[src/rtl/bitrate_pkg.sv]
package bitrate_pkg;

    typedef enum logic [1:0] {
        ST_XTAL  = 2'd0,
        ST_ARMED = 2'd1,
        ST_RUN   = 2'd2
    } init_state_e;

    typedef enum logic [1:0] {
        PH_FIRST  = 2'd0,
        PH_SECOND = 2'd1,
        PH_LONG   = 2'd2
    } frac_phase_e;

    localparam logic [3:0] SEL_1800  = 4'b0010;
    localparam logic [3:0] SEL_EXT_A = 4'b1001;
    localparam logic [3:0] SEL_EXT_B = 4'b1010;

    function automatic logic sel_is_ext(input logic [3:0] s);
        return (s == SEL_EXT_A) || (s == SEL_EXT_B);
    endfunction

    // Half period in prescaled units; external codes use 1 so the
    // code register is reloaded every unit while passing the input.
    function automatic logic [7:0] half_units(input logic [3:0] s);
        logic [7:0] h;
        unique case (s)
            4'b0000: h = 8'd1;
            4'b0001: h = 8'd2;
            4'b0010: h = 8'd5;
            4'b0011: h = 8'd16;
            4'b0100: h = 8'd48;
            4'b0101: h = 8'd71;
            4'b0110: h = 8'd128;
            4'b0111: h = 8'd87;
            4'b1000: h = 8'd192;
            4'b1001: h = 8'd1;
            4'b1010: h = 8'd1;
            4'b1011: h = 8'd64;
            4'b1100: h = 8'd1;
            4'b1101: h = 8'd32;
            4'b1110: h = 8'd8;
            default: h = 8'd4;
        endcase
        return h;
    endfunction

endpackage

[src/rtl/bitrate_init_ctl.sv]
module bitrate_init_ctl
    import bitrate_pkg::*;
(
    input  logic clk,
    input  logic rst_n,
    input  logic xtal_sel,
    input  logic ext_clk,
    output logic init,
    output logic mtick
);

    init_state_e state_q, state_d;
    logic        cp_q;

    // state register
    always_ff @(posedge clk or negedge rst_n) begin
        if (!rst_n) begin
            state_q <= ST_XTAL;
            cp_q    <= 1'b0;
        end else begin
            state_q <= state_d;
            cp_q    <= ext_clk;
        end
    end

    // transitions
    always_comb begin
        state_d = state_q;
        if (xtal_sel) begin
            state_d = ST_XTAL;
        end else begin
            unique case (state_q)
                ST_XTAL:  state_d = ST_ARMED;
                ST_ARMED: state_d = ext_clk ? ST_RUN : ST_ARMED;
                ST_RUN:   state_d = ST_RUN;
                default:  state_d = ST_XTAL;
            endcase
        end
    end

    // outputs
    always_comb begin
        init  = 1'b0;
        mtick = 1'b0;
        unique case (state_q)
            ST_XTAL: begin
                init  = xtal_sel & ext_clk;
                mtick = xtal_sel | (ext_clk & ~cp_q);
            end
            ST_ARMED: begin
                init  = ext_clk;
                mtick = xtal_sel | (ext_clk & ~cp_q);
            end
            ST_RUN: begin
                init  = xtal_sel & ext_clk;
                mtick = xtal_sel | (ext_clk & ~cp_q);
            end
            default: begin
                init  = 1'b1;
                mtick = 1'b0;
            end
        endcase
    end

endmodule

[src/rtl/bitrate_prescale.sv]
module bitrate_prescale #(
    parameter int PRE_W = 3
) (
    input  logic             clk,
    input  logic             rst_n,
    input  logic             clr,
    input  logic             adv,
    output logic [PRE_W-1:0] q,
    output logic             wrap
);

    logic [PRE_W-1:0] cnt_q;
    logic [PRE_W-1:0] flip;

    // each stage toggles when all lower stages are high
    for (genvar i = 0; i < PRE_W; i++) begin : g_stage
        if (i == 0) begin : g_lsb
            assign flip[i] = adv;
        end else begin : g_upper
            assign flip[i] = adv & (&cnt_q[i-1:0]);
        end
    end

    always_ff @(posedge clk or negedge rst_n) begin
        if (!rst_n) begin
            cnt_q <= '0;
        end else if (clr) begin
            cnt_q <= '0;
        end else begin
            cnt_q <= cnt_q ^ flip;
        end
    end

    assign q    = cnt_q;
    assign wrap = adv & (&cnt_q);

endmodule

[src/rtl/bitrate_rate_div.sv]
module bitrate_rate_div
    import bitrate_pkg::*;
#(
    parameter int CNT_W = 8
) (
    input  logic       clk,
    input  logic       rst_n,
    input  logic       clr,
    input  logic       step,
    input  logic [3:0] sel_in,
    input  logic       ext_in,
    output logic       rate_o,
    output logic       ext_act
);

    localparam logic [CNT_W-1:0] ONE = CNT_W'(1);

    logic [CNT_W-1:0] cnt_q;
    logic [3:0]       act_q;
    logic             z_q;
    frac_phase_e      ph_q, ph_d;
    logic [CNT_W-1:0] base_lim;
    logic [CNT_W-1:0] lim;
    logic             long_extra;
    logic             term;

    always_comb begin
        base_lim   = CNT_W'(half_units(act_q));
        long_extra = (act_q == SEL_1800) && (ph_q == PH_LONG);
        lim        = base_lim + {{(CNT_W-1){1'b0}}, long_extra};
        term       = (cnt_q == lim - ONE);
    end

    // phase sequence for the fractional rate
    always_comb begin
        unique case (ph_q)
            PH_FIRST:  ph_d = PH_SECOND;
            PH_SECOND: ph_d = PH_LONG;
            PH_LONG:   ph_d = PH_FIRST;
            default:   ph_d = PH_FIRST;
        endcase
    end

    always_ff @(posedge clk or negedge rst_n) begin
        if (!rst_n) begin
            cnt_q <= '0;
            z_q   <= 1'b0;
            act_q <= '0;
            ph_q  <= PH_FIRST;
        end else if (clr) begin
            cnt_q <= '0;
            z_q   <= 1'b0;
            act_q <= sel_in;
            ph_q  <= PH_FIRST;
        end else if (step) begin
            if (term) begin
                cnt_q <= '0;
                z_q   <= ~z_q;
                act_q <= sel_in;
                ph_q  <= ph_d;
            end else begin
                cnt_q <= cnt_q + ONE;
            end
        end
    end

    always_comb begin
        ext_act = sel_is_ext(act_q);
        rate_o  = ext_act ? ext_in : z_q;
    end

endmodule

[src/rtl/bitrate_gen.sv]
module bitrate_gen #(
    parameter int PRE_W = 3,
    parameter int CNT_W = 8
) (
    input  logic             clk,
    input  logic             rst_n,
    input  logic             xtal_sel,
    input  logic             ext_clk,
    input  logic [3:0]       rate_sel,
    input  logic             ext_rate_in,
    output logic [PRE_W-1:0] tap_q,
    output logic             mclk_out,
    output logic             rate_out
);

    logic init_w;
    logic mtick_w;
    logic wrap_w;
    logic ext_act;

    bitrate_init_ctl u_init (
        .clk      (clk),
        .rst_n    (rst_n),
        .xtal_sel (xtal_sel),
        .ext_clk  (ext_clk),
        .init     (init_w),
        .mtick    (mtick_w)
    );

    assign mclk_out = mtick_w & ~init_w;

    bitrate_prescale #(.PRE_W(PRE_W)) u_pre (
        .clk   (clk),
        .rst_n (rst_n),
        .clr   (init_w),
        .adv   (mclk_out),
        .q     (tap_q),
        .wrap  (wrap_w)
    );

    bitrate_rate_div #(.CNT_W(CNT_W)) u_div (
        .clk     (clk),
        .rst_n   (rst_n),
        .clr     (init_w),
        .step    (wrap_w),
        .sel_in  (rate_sel),
        .ext_in  (ext_rate_in),
        .rate_o  (rate_out),
        .ext_act (ext_act)
    );

endmodule

[config.mk]
export PLATFORM = sky130hd
export DESIGN_NAME = bitrate_gen
export DESIGN_NICKNAME = d
export VERILOG_FILES = /design/src/rtl/bitrate_pkg.sv /design/src/rtl/bitrate_init_ctl.sv /design/src/rtl/bitrate_prescale.sv /design/src/rtl/bitrate_rate_div.sv /design/src/rtl/bitrate_gen.sv
export SDC_FILE = /design/constraint.sdc
export NUM_CORES = 1
export LEC_CHECK = 0
export BUFFER_PORTS_ARGS = -buffer_cell sky130_fd_sc_hd__buf_2
export CORE_UTILIZATION = 45
export DETAILED_ROUTE_END_ITERATION = 16
export PLACE_DENSITY = 0.66
export SKIP_LAST_GASP = 1
export SLEW_MARGIN = 15
export SYNTH_ARGS = -nofsm -noshare
export SYNTH_HDL_FRONTEND = slang
export SYNTH_SLANG_ARGS = --single-unit
[constraint.sdc]
create_clock -name clk -period 4.5 [get_ports clk]
set_clock_uncertainty 0.2 [all_clocks]
set_input_delay 0.9 -clock clk [delete_from_list [all_inputs] [get_ports clk]]
set_output_delay 0.9 -clock clk [all_outputs]
set_load 0.01 [all_outputs]
# == Word level (Yosys, flattened, before mapping) ==
# Memory sizes are Yosys's and may differ from the RTL's.
# Cells that the tools add are included.
# totals
regBits,21
mem_bits_ro,128
output_inout_bits,5
wordCells,61
memories,1
# mem_list
memory,depth,width,rd,rd_ports_with_merged_regs,write_ports,line,rtl
(no name shown),16,8,1,0,0,bitrate_pkg.sv:27,unique case (s)
# classes
n_addsub,3
n_eq_ne,8
mux,20
bitwise,11
reduce_logical,11
# op_table
op,count
$mux W8,3
$mux W4,3
$mux W2,5
$add A8 B1 Y8,1
$add A8 B1 Y8 const B,1
$eq A4 B4 Y1 const B,2
$eq A8 B8 Y1,1
$sub A8 B1 Y8 const B,1
$and A1 B1 Y1,6
$pmux W2 S3,1
$mux W1,5
$eq A2 B1 Y1 const B,2
$eq A2 B2 Y1 const B,2
$eq A4 B2 Y1 const B,1
$logic_not A2 Y1,2
$pmux W2 S2,1
$reduce_and A2 Y1,2
$reduce_bool A2 Y1,2
$mux W3,1
$not A1 Y1,3
$reduce_and A3 Y1,1
$reduce_or A3 Y1,1
$xor A3 B3 Y3,1
$pmux W1 S2,1
other kinds (4),4

# == Longest topological paths before layout ==
# logic_depth
word_depth,8
ltp_mapped,14
depth_no_buf,14

# == Hierarchy ==
# A second synthesis with hierarchy kept.
# unflattened
hier_cells,160
area_unflattened_um2,1572.8
# by_module_without_submodules
module,n_inst,cells_per_inst,area_each_um2,seq_area_each_um2
bitrate_rate_div,1,134,1278.7,375.4
bitrate_prescale,1,13,148.9,75.1
bitrate_init_ctl,1,12,131.4,75.1
bitrate_gen,1,1,13.8,0.0

# == Worst setup path before layout ==
# OpenSTA, ideal clock, no wires.
# synth_path
kind,register to register
startpoint,register u_div.act_q[0]
endpoint,register u_div.act_q[0]
setup_ns,0.125
arrival_ns,2.940
setup_slack_ns,1.235
stages_incl_launch_ff,13
cell_sequence,dfrtp_1 inv_1 ha_1 nor2_1 o21ai_0 o21ai_0 ha_1 ha_1 xnor2_1 a211oi_1 o2111ai_2 o41ai_4 mux2_2
# synth_between
elab_chain_cells,7
# synth_lines
element,line,rtl
start: declaration,bitrate_rate_div.sv:19,logic [3:0] act_q;
start signal: assignment,bitrate_rate_div.sv:53,act_q <= sel_in;
start signal: assignment,bitrate_rate_div.sv:59,act_q <= sel_in;
"parallel branches: the longest is 2 deep, another holds $mem_v2 Z16 W8",-,
$add A8 B1 Y8 (*),bitrate_rate_div.sv:30,"lim = base_lim + {{(CNT_W-1){1'b0}}, long_extra};"
$sub A8 B1 Y8 (*),bitrate_rate_div.sv:31,term = (cnt_q == lim - ONE);
$eq A8 B8 Y1 (*),bitrate_rate_div.sv:31,
$reduce_bool A2 Y1 (no source line) (*),-,
$reduce_and A2 Y1 (no source line) (*),-,
# Every way passes the cells marked *.
# A chain may end at the register's enable or synchronous reset.

# == Worst setup path after layout ==
# layout_path
startpoint,register u_div.act_q[0]
endpoint,register u_div.act_q[1]
# The elaborated chain is that of the path after synthesis.

==> flow_metrics.tcl <==
set metrics [dict create \
    avgViaCountPerCell 5.487 \
    crit_top_cell "sky130_fd_sc_hd__ha_1" \
    routed_wire_length_per_instance_um 13.83 \
    worstMarginPinSlew_ns 0.6399 \
    grt_use_total_pct 19.06 \
    portBuffers 13 \
    report.final.slew_viol_count 0 \
    timing.final.setup_violations 0 \
    global_route_wire_length_before_repair_mm 5.292 \
    p_leak_nw 0.7327 \
    sequentialPowerShare_pct 41.3 \
    slowest_stage "sky130_fd_sc_hd__o41ai_4" \
    tritoncts "built" \
    cp_data_required_time_ns 4.49 \
    power.switching_fraction_pct 38.34 \
    place_ws_ns 0.8301 \
    cts-root-buf "sky130_fd_sc_hd__clkbuf_4" \
    pin_count 14 \
    dpl.hpwl_mm 2.368 \
    crit_path_end_kind "flip-flop" \
    critical_path.startpoint_type "flip-flop" \
    hold_violations_final 0 \
    relSlewSlack_pct 57.34 \
    arrival_ns 3.68 \
    synth_top_flop_cell "sky130_fd_sc_hd__dfrtp_1" \
    ctsHoldBuffers 0 \
    grt_max_degree 22 \
    ys_async_sr_fraction_pct 100.0 \
    synth-seq-area-share_pct 33.28 \
    outcome "finished, final reports clean" \
    cp_top_family "compound AO/OA/AOI/OAI gates" \
    initial_core_util_pct 47.32 \
    tritoncts_num_sinks 21 \
    first_pass_iteration_count_of_the_detailed_router 4 \
    p_clk_share_pct 16.0 \
    syn2layout_area_growth_pct 6.656 \
    floorplan.die_area_mm2 0.003750 \
    worst-path-max-fanout 7 \
    synth_cells 167 \
    clock_insertion_delay_worst_skew_ns 0.29 \
    combPwrFrac_pct 42.7 \
    first_global_vias 1139 \
    drv.max_cap_violation_count 0 \
    reg2reg_from "u_div.act_q[0]$_DFFE_PN0P_" \
    fin_crit_ns 3.696 \
    fin_setup_tns_ns 0 \
    synth_largest_type_area_fraction_pct 33.28 \
    routed_wire_length_mm 3.097 \
    synth_area_leader_cell "sky130_fd_sc_hd__dfrtp_1" \
    antenna_cells 0 \
    clk_path_buf_depth 2 \
    postCtsResizedCells 0 \
    p_sw_uw 210.7 \
    syn-num-nets 187 \
    critical_path.max_stage_delay_ns 0.51 \
    ys_top_cells_by_area "sky130_fd_sc_hd__dfrtp_1 33%, sky130_fd_sc_hd__ha_1 8.7%, sky130_fd_sc_hd__xnor2_1 6.1%, sky130_fd_sc_hd__o21ai_0 4.4%, sky130_fd_sc_hd__mux2_2 4.3%" \
    peakVddDrop_mv 0.1511 \
    placementRows 21 \
    yosys_warnings 0 \
    netlist-cell-type-count 39 \
    hold_start "u_init.state_q[1]$_DFF_PN0_" \
    critical_path.reg2reg.endpoint "u_div.act_q[1]$_DFFE_PN0P_" \
    die_x_um 61.24 \
    post-route-drc-count 0 \
    reg2reg_slack_ns 0.80 \
    syn_area_per_cell_um2 9.455 \
    maxClockFrequency_mhz 270.6 \
    ant_nets 0 \
    cp_cell_sequence "inv_1 > ha_1 > nor2_1 > o21ai_0 > o21ai_0 > ha_1 > ha_1 > o211ai_1 > a211oi_1 > o2111ai_2 > o41ai_4 > mux2_2" \
    clkTransAtPathRegs_ns 0.11 \
    internal-power_uw 338.8 \
    cellPowerDensity_mw_per_mm2 326.3 \
    grt-ovfl-total 0 \
    cts_htree_levels 1 \
    worst_r2r_path_depth 12 \
    setup_repair_after_global_routing_missed_its_margin "false" \
    gpl.final_weighted_congestion 0.8311 \
    design.core.area_mm2 0.003337 \
    synth_enable_flop_cells 0 \
    tritoncts.num_buffers 3 \
    die_h_um 61.24 \
    min-delay-path-class "reg -> reg" \
    dr_total_vias 1229 \
    flip_flop_and_latch_count_after_synthesis 21 \
    timing.final.crit_share_pct 82.14 \
    post-cts-setup-buffers 0 \
    post_route_cells_drive_above_1_share_pct 17.98 \
    initial_antenna_violation_count 0 \
    design.final.nets 199 \
    fill_cells 333 \
    path_class "reg -> reg" \
    drt-initial-drc-count 80 \
    timing.hold.worst_path_depth 1 \
    synth.cell_area_mm2 0.001579 \
    critical_path_buf_inv_count 1 \
    whs_endpoint "u_init.state_q[0]$_DFF_PN0_" \
    worst_slack_ns 0.8039 \
]
cell families (layout without fill, tap and decap cells):
kind of cell	count (synthesis)	in the layout	share of synthesized area, %
mux	12	12	8.161
compound gates	40	40	18.62
fa+ha+maj	11	11	8.716
buf+inv	12	23	4.517
flops	21	21	33.28
xor+xnor	13	13	7.211
simple gates	58	58	19.49
metal layers:
metal	routed length [um]	global-route usage, %	up-vias
met2	1502	31.37	13
met3	54	2.101	4
met4	53	6.818	0
li1	-	-	629
met5	0	0	-
met1	1486	26.03	583
worst register-to-register path: cells and delay by family (launching register included):
| kind | cells | cell delay (ns) |
|---|---|---|
| compound gates | 6 | 1.43 |
| fa+ha+maj | 3 | 0.83 |
| flops | 1 | 0.47 |
| mux | 1 | 0.39 |
| buf+inv | 1 | 0.15 |
| simple gates | 1 | 0.13 |
power by group through the flow:
stage                     sequential (mW)  clock [mW]  combinational (mW)
after floorplan                     0.216           0               0.204
after CTS                           0.227      0.0920               0.236
after detailed placement            0.231           0               0.234
after global placement              0.229           0               0.229
final                               0.227      0.0881               0.234
after global routing                0.231       0.100               0.261
state kept, by name, indices dropped and copies added, names as in the netlist:
name            cells
u_div.cnt_q         8
u_div.act_q         4
u_pre.q             3
u_div.ph_q          2
u_init.state_q      2
u_div.z_q           1
u_init.cp_q         1
worst max-delay path by stage:
stage | startpoint | to | cells after the start | slack, ns
2_1_floorplan | u_div.act_q[0]$_DFFE_PN0P_ | u_div.act_q[0]$_DFFE_PN0P_ | 12 | 1.23
3_3_place_gp | u_div.act_q[0]$_DFFE_PN0P_ | u_div.act_q[1]$_DFFE_PN0P_ | 12 | 1.02
3_5_place_dp | u_div.act_q[0]$_DFFE_PN0P_ | u_div.act_q[3]$_DFFE_PN0P_ | 12 | 0.83
4_1_cts | u_div.act_q[0]$_DFFE_PN0P_ | u_div.act_q[3]$_DFFE_PN0P_ | 12 | 0.81
5_1_grt | u_div.act_q[0]$_DFFE_PN0P_ | u_div.act_q[3]$_DFFE_PN0P_ | 12 | 0.54
6_report | u_div.act_q[0]$_DFFE_PN0P_ | u_div.act_q[1]$_DFFE_PN0P_ | 12 | 0.80
cell usage after synthesis (2+ instances only):
master	count
sky130_fd_sc_hd__ha_1	11
sky130_fd_sc_hd__nor2b_1	2
sky130_fd_sc_hd__a21oi_1	4
sky130_fd_sc_hd__and3_1	6
sky130_fd_sc_hd__o21ai_1	2
sky130_fd_sc_hd__xor2_1	2
sky130_fd_sc_hd__buf_6	3
sky130_fd_sc_hd__nand2_1	8
sky130_fd_sc_hd__clkbuf_1	3
sky130_fd_sc_hd__a211oi_1	8
sky130_fd_sc_hd__and2_1	3
sky130_fd_sc_hd__o21ai_0	14
sky130_fd_sc_hd__mux2_2	6
sky130_fd_sc_hd__mux2i_1	5
sky130_fd_sc_hd__nor2_1	13
sky130_fd_sc_hd__or2_2	2
sky130_fd_sc_hd__o211ai_1	3
sky130_fd_sc_hd__inv_1	5
sky130_fd_sc_hd__xnor2_1	11
sky130_fd_sc_hd__nand2b_1	2
sky130_fd_sc_hd__nor3_1	4
sky130_fd_sc_hd__nand3_1	13
sky130_fd_sc_hd__dfrtp_1	21
cell usage in the layout, fill, tap and decap left out, types with 2 or more instances in the layout:
| cell type | count |
|---|---|
| sky130_fd_sc_hd__buf_2 | 13 |
| sky130_fd_sc_hd__o21ai_1 | 2 |
| sky130_fd_sc_hd__xor2_1 | 2 |
| sky130_fd_sc_hd__nor2_1 | 13 |
| sky130_fd_sc_hd__nand2b_1 | 2 |
| sky130_fd_sc_hd__and2_1 | 3 |
| sky130_fd_sc_hd__nand2_1 | 8 |
| sky130_fd_sc_hd__dfrtp_1 | 21 |
| sky130_fd_sc_hd__nor2b_1 | 2 |
| sky130_fd_sc_hd__nand3_1 | 13 |
| sky130_fd_sc_hd__o21ai_0 | 14 |
| sky130_fd_sc_hd__a21oi_1 | 4 |
| sky130_fd_sc_hd__xnor2_1 | 11 |
| sky130_fd_sc_hd__inv_1 | 5 |
| sky130_fd_sc_hd__mux2i_1 | 5 |
| sky130_fd_sc_hd__clkbuf_4 | 3 |
| sky130_fd_sc_hd__a211oi_1 | 8 |
| sky130_fd_sc_hd__nor3_1 | 4 |
| sky130_fd_sc_hd__or2_2 | 2 |
| sky130_fd_sc_hd__and3_1 | 6 |
| sky130_fd_sc_hd__ha_1 | 11 |
| sky130_fd_sc_hd__o211ai_1 | 3 |
| sky130_fd_sc_hd__mux2_2 | 6 |
final cells by class:
cell class	instances	area, um^2	area share [%]
clock inverter	1	5.005	0.2972
multi-input combinational	134	982.2	58.32
inverter	5	18.77	1.114
tap	46	57.56	3.418
sequential	21	525.5	31.20
clock buffer	3	22.52	1.337
timing repair buffer	14	72.57	4.309
metrics by stage:
stage                     power [mW]  utilization [%]  hold slack, ns  instance area, um^2  std cells
after global placement        0.4580            49.64          0.2493                 1657        220
after CTS                     0.5546            50.47          0.2825                 1684        224
after global routing          0.5914            50.47          0.2979                 1684        224
after detailed placement      0.4649            49.64          0.2671                 1657        220
final                         0.5495            50.47          0.2759                 1684        224
after floorplan               0.4209                -          0.2320                 1579        167
Power figures use the tool's default switching activity.
